$ cat src/rtl/pws_pkg.sv
package pws_pkg;

  typedef enum logic [1:0] {
    ST_IDLE   = 2'd0,
    ST_SCAN   = 2'd1,
    ST_REPORT = 2'd2
  } pws_state_e;

  // Three-quarter position inside a window of len taps, zero-based.
  function automatic int unsigned window_offset(input int unsigned len);
    int unsigned q;
    q = (len * 3) / 4;
    return (q != 0) ? q - 1 : 0;
  endfunction

endpackage

$ cat src/rtl/pws_run_scan.sv
module pws_run_scan
  import pws_pkg::*;
#(
  parameter int NPH = 16,
  localparam int PW = $clog2(NPH),
  localparam int LW = PW + 1
) (
  input  logic          clk,
  input  logic          rst_n,
  input  logic          clear_i,
  input  logic          step_i,
  input  logic [NPH-1:0] mask_i,
  input  logic [PW-1:0] idx_i,
  output logic          cand_valid_o,
  output logic [LW-1:0] cand_len_o,
  output logic [PW-1:0] cand_start_o,
  output logic          defer_o
);

  logic [LW-1:0] run_len_q, head_len_q;
  logic [PW-1:0] run_start_q;
  logic [NPH:0]  mask_ext_w;
  logic          bit_w, next_w, last_w, wrap_w, ends_w;
  logic [LW-1:0] cur_len_w;
  logic [PW-1:0] cur_start_w;

  always_comb begin
    mask_ext_w  = {1'b0, mask_i};
    bit_w       = mask_i[idx_i];
    next_w      = mask_ext_w[LW'(idx_i) + LW'(1)];
    last_w      = (idx_i == PW'(NPH - 1));
    wrap_w      = mask_i[0] & mask_i[NPH-1] & ~(&mask_i);
    cur_len_w   = (run_len_q == '0) ? LW'(1) : run_len_q + LW'(1);
    cur_start_w = (run_len_q == '0) ? idx_i : run_start_q;
    ends_w      = step_i & bit_w & ~next_w;
    defer_o     = ends_w & wrap_w & (cur_start_w == '0);
    cand_valid_o = ends_w & ~defer_o;
    cand_len_o   = (last_w & wrap_w) ? cur_len_w + head_len_q : cur_len_w;
    cand_start_o = cur_start_w;
  end

  always_ff @(posedge clk or negedge rst_n) begin
    if (!rst_n) begin
      run_len_q   <= '0;
      run_start_q <= '0;
      head_len_q  <= '0;
    end else if (clear_i) begin
      run_len_q   <= '0;
      run_start_q <= '0;
      head_len_q  <= '0;
    end else if (step_i) begin
      if (bit_w) begin
        run_len_q   <= ends_w ? '0 : cur_len_w;
        run_start_q <= cur_start_w;
      end else begin
        run_len_q <= '0;
      end
      if (defer_o) head_len_q <= cur_len_w;
    end
  end

endmodule

$ cat src/rtl/pws_best_keep.sv
module pws_best_keep #(
  parameter int NPH = 16,
  localparam int PW = $clog2(NPH),
  localparam int LW = PW + 1
) (
  input  logic          clk,
  input  logic          rst_n,
  input  logic          clear_i,
  input  logic          cand_valid_i,
  input  logic [LW-1:0] cand_len_i,
  input  logic [PW-1:0] cand_start_i,
  output logic          upd_o,
  output logic [LW-1:0] best_len_o,
  output logic [PW-1:0] best_start_o
);

  assign upd_o = cand_valid_i & (cand_len_i > best_len_o);

  always_ff @(posedge clk or negedge rst_n) begin
    if (!rst_n) begin
      best_len_o   <= '0;
      best_start_o <= '0;
    end else if (clear_i) begin
      best_len_o   <= '0;
      best_start_o <= '0;
    end else if (upd_o) begin
      best_len_o   <= cand_len_i;
      best_start_o <= cand_start_i;
    end
  end

endmodule

$ cat src/rtl/phase_window_select.sv
module phase_window_select
  import pws_pkg::*;
#(
  parameter int NPH = 16,
  localparam int PW = $clog2(NPH),
  localparam int LW = PW + 1,
  localparam int CW = PW + 1
) (
  input  logic           clk,
  input  logic           rst_n,
  input  logic           start_i,
  input  logic [NPH-1:0] pass_mask_i,
  input  logic [CW-1:0]  pass_count_i,
  output logic           done_o,
  output logic [PW-1:0]  phase_o,
  output logic           err_o
);

  pws_state_e     state_q;
  logic [PW-1:0]  idx_q;
  logic [NPH-1:0] mask_q;
  logic           bad_q;

  logic           idle_w, accept_w, bad_in_w, step_w;
  logic           cand_valid_w, defer_w, upd_w;
  logic [LW-1:0]  cand_len_w, best_len_w;
  logic [PW-1:0]  cand_start_w, best_start_w, pick_w;
  int unsigned    sum_w;

  always_comb begin
    idle_w   = (state_q == ST_IDLE);
    accept_w = idle_w & start_i;
    step_w   = (state_q == ST_SCAN);
    bad_in_w = (pass_count_i == '0) || (32'(pass_count_i) > NPH) ||
               (pass_mask_i == '0);
    sum_w    = 32'(best_start_w) + window_offset(32'(best_len_w));
    pick_w   = PW'(sum_w % NPH);
  end

  pws_run_scan #(.NPH(NPH)) scan_i (
    .clk          (clk),
    .rst_n        (rst_n),
    .clear_i      (accept_w),
    .step_i       (step_w),
    .mask_i       (mask_q),
    .idx_i        (idx_q),
    .cand_valid_o (cand_valid_w),
    .cand_len_o   (cand_len_w),
    .cand_start_o (cand_start_w),
    .defer_o      (defer_w)
  );

  pws_best_keep #(.NPH(NPH)) best_i (
    .clk          (clk),
    .rst_n        (rst_n),
    .clear_i      (accept_w),
    .cand_valid_i (cand_valid_w),
    .cand_len_i   (cand_len_w),
    .cand_start_i (cand_start_w),
    .upd_o        (upd_w),
    .best_len_o   (best_len_w),
    .best_start_o (best_start_w)
  );

  always_ff @(posedge clk or negedge rst_n) begin
    if (!rst_n) begin
      state_q <= ST_IDLE;
      idx_q   <= '0;
      mask_q  <= '0;
      bad_q   <= 1'b0;
      done_o  <= 1'b0;
      phase_o <= '0;
      err_o   <= 1'b0;
    end else begin
      done_o <= 1'b0;
      unique case (state_q)
        ST_IDLE: begin
          if (start_i) begin
            mask_q  <= pass_mask_i;
            idx_q   <= '0;
            bad_q   <= bad_in_w;
            state_q <= bad_in_w ? ST_REPORT : ST_SCAN;
          end
        end
        ST_SCAN: begin
          idx_q <= idx_q + PW'(1);
          if (idx_q == PW'(NPH - 1)) state_q <= ST_REPORT;
        end
        ST_REPORT: begin
          done_o  <= 1'b1;
          err_o   <= bad_q;
          phase_o <= bad_q ? '0 : pick_w;
          state_q <= ST_IDLE;
        end
        default: state_q <= ST_IDLE;
      endcase
    end
  end

endmodule

$ cat config.mk
export PLATFORM = sky130hd
export DESIGN_NAME = phase_window_select
export DESIGN_NICKNAME = d
export VERILOG_FILES = /design/src/rtl/pws_pkg.sv /design/src/rtl/pws_run_scan.sv /design/src/rtl/pws_best_keep.sv /design/src/rtl/phase_window_select.sv
export SDC_FILE = /design/constraint.sdc
export NUM_CORES = 1
export LEC_CHECK = 0
export BUFFER_PORTS_ARGS = -buffer_cell sky130_fd_sc_hd__buf_4
export CAP_MARGIN = 40
export CORE_MARGIN = 2
export CORE_UTILIZATION = 45
export DETAILED_ROUTE_END_ITERATION = 10
export PLACE_DENSITY = 0.71
export SLEW_MARGIN = 20
export SYNTH_ARGS = -nofsm -noshare
export SYNTH_HDL_FRONTEND = slang
export SYNTH_HIERARCHICAL = 1
export SYNTH_SLANG_ARGS = --single-unit
$ cat constraint.sdc
create_clock -name clk -period 6.1 [get_ports clk]
set_input_delay 0.61 -clock clk [delete_from_list [all_inputs] [get_ports clk]]
set_output_delay 0.61 -clock clk [all_outputs]
set_load 0.02 [all_outputs]
# Word level (Yosys, flattened, before mapping)
# Cells that the tools add are included.
# word_totals
ff_bits,52
latchBits,0
ramBits,0
rom_bits,0
inputBits,24
output_inout_bits,6
wordCells,90
mem_count,0
# classes
addsub,6
mul,1
div,0
n_lt_le_gt_ge,4
n_eq_ne,5
shift,0
muxes,30
n_bitwise,13
n_reduce_logical,19
# ops
op,count
5-bit 2-to-1 mux,11
4-bit 2-to-1 mux,9
32-bit nonzero test,1
16-bit zero test,1
16-bit AND reduction,1
1-bit AND,10
5-bit zero test,2
2-bit AND reduction,5
2-bit nonzero test,5
4-bit one-hot mux with 2 select lines,1
5-bit by 2-bit multiplier with 7-bit output (second input constant),1
5-bit by 6-bit less-than comparator with 1-bit output (second input constant),1
2-bit 2-to-1 mux,3
4-bit by 1-bit adder with 5-bit output (second input constant),1
5-bit by 1-bit adder with 5-bit output (second input constant),1
5-bit adder,1
1-bit binary-select mux with 5-bit select,1
5-bit > comparator,1
5-bit > comparator (second input constant),1
4-bit by 5-bit less-than comparator with 1-bit output (second input constant),1
4-bit by 1-bit adder with 4-bit output (second input constant),1
4-bit adder,1
1-bit binary-select mux with 4-bit select,1
4-bit == test (second input constant),1
10 further kinds,16

# Logic depth before layout (Yosys ltp)
# logic_depth
word_depth,12
depth_mapped,19
mapped_depth_nobuf,18

# Modules after synthesis
# The synthesis kept the hierarchy.
# by_module_without_submodules
module,n_inst,cells_each,area_each_um2,seq_area_each_um2
phase_window_select,1,183,1636.6,725.7
pws_run_scan,1,162,1471.4,350.3
pws_best_keep,1,55,570.5,225.2

# Worst setup path after synthesis
# OpenSTA, ideal clock, no wires.
# synth_path
kind,register to register
startpoint,register best_i.best_len_o[1]
endpoint,register phase_o[3]
setup_time_ps,132
arrival_time_ps,3696
required_ps,5968
slack_ps,2272
path_stages_with_launch,16
n_path_buf,0
period_less_slack_ps,3828
cell_sequence,dfrtp_1 and2_1 fa_1 xor2_1 inv_1 ha_1 or3b_1 or4_4 a21oi_1 nor2_1 ha_1 and3_1 or3_1 nand3_1 o21ai_0 or3b_1
# synth_via
elab_chain_len,5
word_cells_on_any_way,6
classes_between,2 x add/sub; 1 x mul; 2 x mux; 1 x reduce/logical
# synth_lines
element,line,text
"start, declared",pws_best_keep.sv:13,"output logic [LW-1:0] best_len_o,"
"start signal, assigned",pws_best_keep.sv:27,best_len_o <= cand_len_i;
5-bit by 2-bit multiplier with 7-bit output (*),pws_pkg.sv:12,q = (len * 3) / 4;
4-bit by 1-bit subtractor with 4-bit output or 32-bit nonzero test (tied branches),pws_pkg.sv:13,return (q != 0) ? q - 1 : 0;
4-bit 2-to-1 mux (*),pws_pkg.sv:13,
4-bit adder (*),phase_window_select.sv:36,sum_w = 32'(best_start_w) + window_offset(32'(best_len_w));
4-bit 2-to-1 mux (*),phase_window_select.sv:92,phase_o <= bad_q ? '0 : pick_w;
"end signal, assigned",phase_window_select.sv:92,
"end, declared",phase_window_select.sv:15,"output logic [PW-1:0] phase_o,"
# Every way passes the cells marked *; elsewhere a longest branch is shown, timed or not.
# A chain may end at the register's enable or synchronous reset.

# Worst setup path in the final report
# layout_path
startpoint,register scan_i.run_len_q[0]
endpoint,register best_i.best_len_o[2]
# layout_via
word_cells_on_any_way,15
classes_between,2 x add/sub; 1 x order compare; 5 x mux; 4 x bitwise; 3 x reduce/logical
# layout_lines
element,line,text
"start, declared",pws_run_scan.sv:20,"logic [LW-1:0] run_len_q, head_len_q;"
"start signal, assigned",pws_run_scan.sv:53,run_len_q <= ends_w ? '0 : cur_len_w;
5-bit by 1-bit adder with 5-bit output or 5-bit zero test (tied branches),pws_run_scan.sv:33,cur_len_w = (run_len_q == '0) ? LW'(1) : run_len_q + LW'(1);
5-bit 2-to-1 mux (*),pws_run_scan.sv:33,
5-bit adder,pws_run_scan.sv:38,cand_len_o = (last_w & wrap_w) ? cur_len_w + head_len_q : cur_len_w;
5-bit 2-to-1 mux (*),pws_run_scan.sv:38,
named net cand_len_w[4],phase_window_select.sv:26,"logic [LW-1:0] cand_len_w, best_len_w;"
5-bit > comparator (*),pws_best_keep.sv:17,assign upd_o = cand_valid_i & (cand_len_i > best_len_o);
1-bit AND (*),pws_best_keep.sv:17,
named net upd_w,phase_window_select.sv:25,"logic cand_valid_w, defer_w, upd_w;"
2-bit nonzero test (no line) (*),n/a,
# The timed path passes the listed nets; every way through them passes the cells marked *. The select of a mux whose other input is x is not followed.

==> results.cfg <==
[run_status]
status = finished, final reports clean

[route]
antenna_left = 0
vias = 2940
drt-pass1-iter-count = 4
wire_per_inst_um = 14.55
drc = 0
via_per_inst = 5.632
drt_iter0_markers = 106
drt_wl_total_um = 7596

[layout]
fillCellCount = 757
final_area_um2 = 4063
layout-drive-gt1-share_pct = 13.10
area_growth_pct = 10.44
diodes = 0
nets = 467

[clock_network]
cts_buffers = 5
htree_levels = 2
clk_pin_slew_ps = 90
clkSinkCount = 52
clock_tree.root_cell = clkbuf_8
cts_resized = 0
cts_tree = yes
holdBufCountCts = 0
postCtsSetupBuffers = 0
clk_latency_ps = 310
clk_path_buf_depth = 2

[global_route]
grt_pass1_vias = 2917
antenna_found_initial = 0
grtUsageTotal_pct = 18.87
grt_pass1_wl_um = 13430
grt-ovfl-total = 0
grt_max_degree = 53

[job]
drv_cap = 0

[die]
dieArea_um2 = 8913
start_util_pct = 47.12
chipWidth_um = 94.41
core_area_um2 = 7807
std_cell_rows = 32
pin_count = 30
chipHeight_um = 94.41

[logic_synthesis]
synthSimpleGateAreaFrac_pct = 25.82
synth_nets = 448
syn_area_um2 = 3679
synth.distinct_cells = 58
seq_area_frac_synth_pct = 35.37
yosysWarnings = 6
syn_inst = 400
yosys_register_bits = 52
synth_edf_count = 0
syn_avg_cell_area_um2 = 9.196
synthFlopType = dfrtp_1
synthAdderAreaFrac_pct = 8.776
yosys.area_share.xor_xnor_pct = 2.857
async_reset_ff_share_pct = 100.0
synth_top_family_by_area = simple AND/OR/NAND/NOR gates
synth_mux_area_share_pct = 10.82
synth_compound_area_share_pct = 11.43

[critical_path]
cp.arrival_ps = 4430
worstSetupStartpointType = register
critical_path_peak_fanout = 9
cp-end-kind = register
worstSetupPathType = register to register
crit_required_ps = 6330

[place]
gp_congestion = 0.9003
portBuffers = 29
hpwl_um = 5730
postPlaceCellArea_um2 = 3936
dp_slack_ps = 1940

[power]
ir_drop_mv = 0.2191
power.total_mw = 1.673
powerDensity_nw_per_um2 = 411.9
cellLeakagePower_nw = 1.899

[timing]
worst_slew_pin_slew_ps = 782.8
drv_slew = 0
setup_viol = 0
fmax_mhz = 237.9
fin_ws_ps = 1896
timing.final.crit_share_pct = 68.92
final-hold-violation-count = 0
slew_headroom_pct = 47.81
setup-tns-final_ps = 0
layout_min_cycle_time_ps = 4204
rsz0062_at_grt = no
fin_worst_skew_ps = 9.086

[min_path]
hp-class = input pin to asynchronous set/reset pin
[final timing paths]
check | from | to | slack, ps | cells after the start
max | scan_i/run_len_q[0] | best_i/best_len_o[2] | 1900 | 18
min | rst_n | mask_q[3] | 320 | 1
max reg2reg | scan_i/run_len_q[0] | best_i/best_len_o[2] | 1900 | 18
min reg2reg | state_q[1] | state_q[1] | 480 | 1
max in group asynchronous | rst_n | best_i/best_start_o[2] | 5350 | 1
min in group clk | state_q[1] | state_q[1] | 480 | 1
[through the flow]
step / util, % / hold WS (ps) / std cells
after floorplan: - / 314.4 / 400
after global placement: 50.42 / 457.4 / 514
after detailed placement: 50.42 / 467.9 / 514
after CTS: 52.04 / 350.8 / 522
after global routing: 52.04 / 363.2 / 522
final: 52.04 / 323.4 / 522
[cell families after synthesis]
family                     after synthesis
and+or+nand+nor                        182
buffers and inverters                   41
muxes                                   32
DFF                                     52
xor gates and xnor gates                12
adders and majority gates               24
AOI/OAI and AO/OA                       57
[flip-flops by register name (all words and copies together), names as in the netlist, 2 cells and up]
signal and count:
best_i/best_len_o 5, best_i/best_start_o 4, scan_i/run_len_q 5, idx_q 4, state_q 2, scan_i/run_start_q 4, phase_o 4, scan_i/head_len_q 5
mask_q 16
[metal layers]
layer / global-route usage [%] / part of all wire, %
met3: 2.873 / 2.5
met4: 6.159 / 1.6
met5: 0 / 0
met1: 23.94 / 46
met2: 33.04 / 50
[cell usage after synthesis, types with 5 or more instances]
library cell | instances | share of area, %
nand2_1 | 66 | 6.7
dfrtp_1 | 52 | 35
nor2_1 | 26 | 2.7
nand2b_1 | 25 | 4.3
inv_1 | 23 | 2.3
ha_1 | 21 | 7.1
mux2i_1 | 21 | 5.7
a21oi_1 | 11 | 1.5
clkbuf_1 | 11 | 1.1
nor4_1 | 10 | 1.7
nand3_1 | 9 | 1.2
nand4_1 | 8 | 1.4
nor3_1 | 8 | 1.1
o21ai_0 | 8 | 1.1
a32oi_1 | 7 | 1.7
xor2_1 | 7 | 1.7
mux2_2 | 6 | 1.8
nand3b_1 | 6 | 1.2
xnor2_1 | 5 | 1.2
[worst max-delay path: stages, from the launching register on]
cell	delay, ps
dfrtp_1	430
inv_1	70
ha_1	130
nor4b_2	590
nand2b_1	260
ha_1	190
inv_1	50
fa_1	370
nor2b_1	150
o31ai_1	190
a21oi_1	110
xnor2_1	130
nand2_1	80
xor2_1	170
ha_1	320
nand4_1	110
o21bai_1	140
o221a_2	390
mux2i_1	230
[cell type report]
cell class,count,area (µm²),area share [%]
Sequential cell,52,1301,32.03
Tap cell,102,127.6,3.141
Inverter,23,86.33,2.125
Clock buffer,7,96.34,2.371
Timing Repair Buffer,30,225.2,5.544
Clock inverter,1,30.03,0.7391
Multi-Input combinational cell,307,2196,54.05
[power by group]
group / internal [mW] / switching [mW]
sequential: 0.458 / 0.148
clock: 0.145 / 0.116
combinational: 0.366 / 0.441
[layout by cell type, fill, tap and decap left out, drive strengths merged, types with 4 or more instances in the layout]
cell and count:
a21oi 11, a32oi 7, and2 4, and3 4
buf 30, clkbuf 7, dfrtp 52, ha 21
inv 23, mux2 6, mux2i 21, mux4 5
nand2 66, nand2b 25, nand3 9, nand3b 6
nand4 8, nor2 26, nor3 9, nor4 10
o21ai 9, xnor2 5, xor2 7
Power figures use the tool's default switching activity.
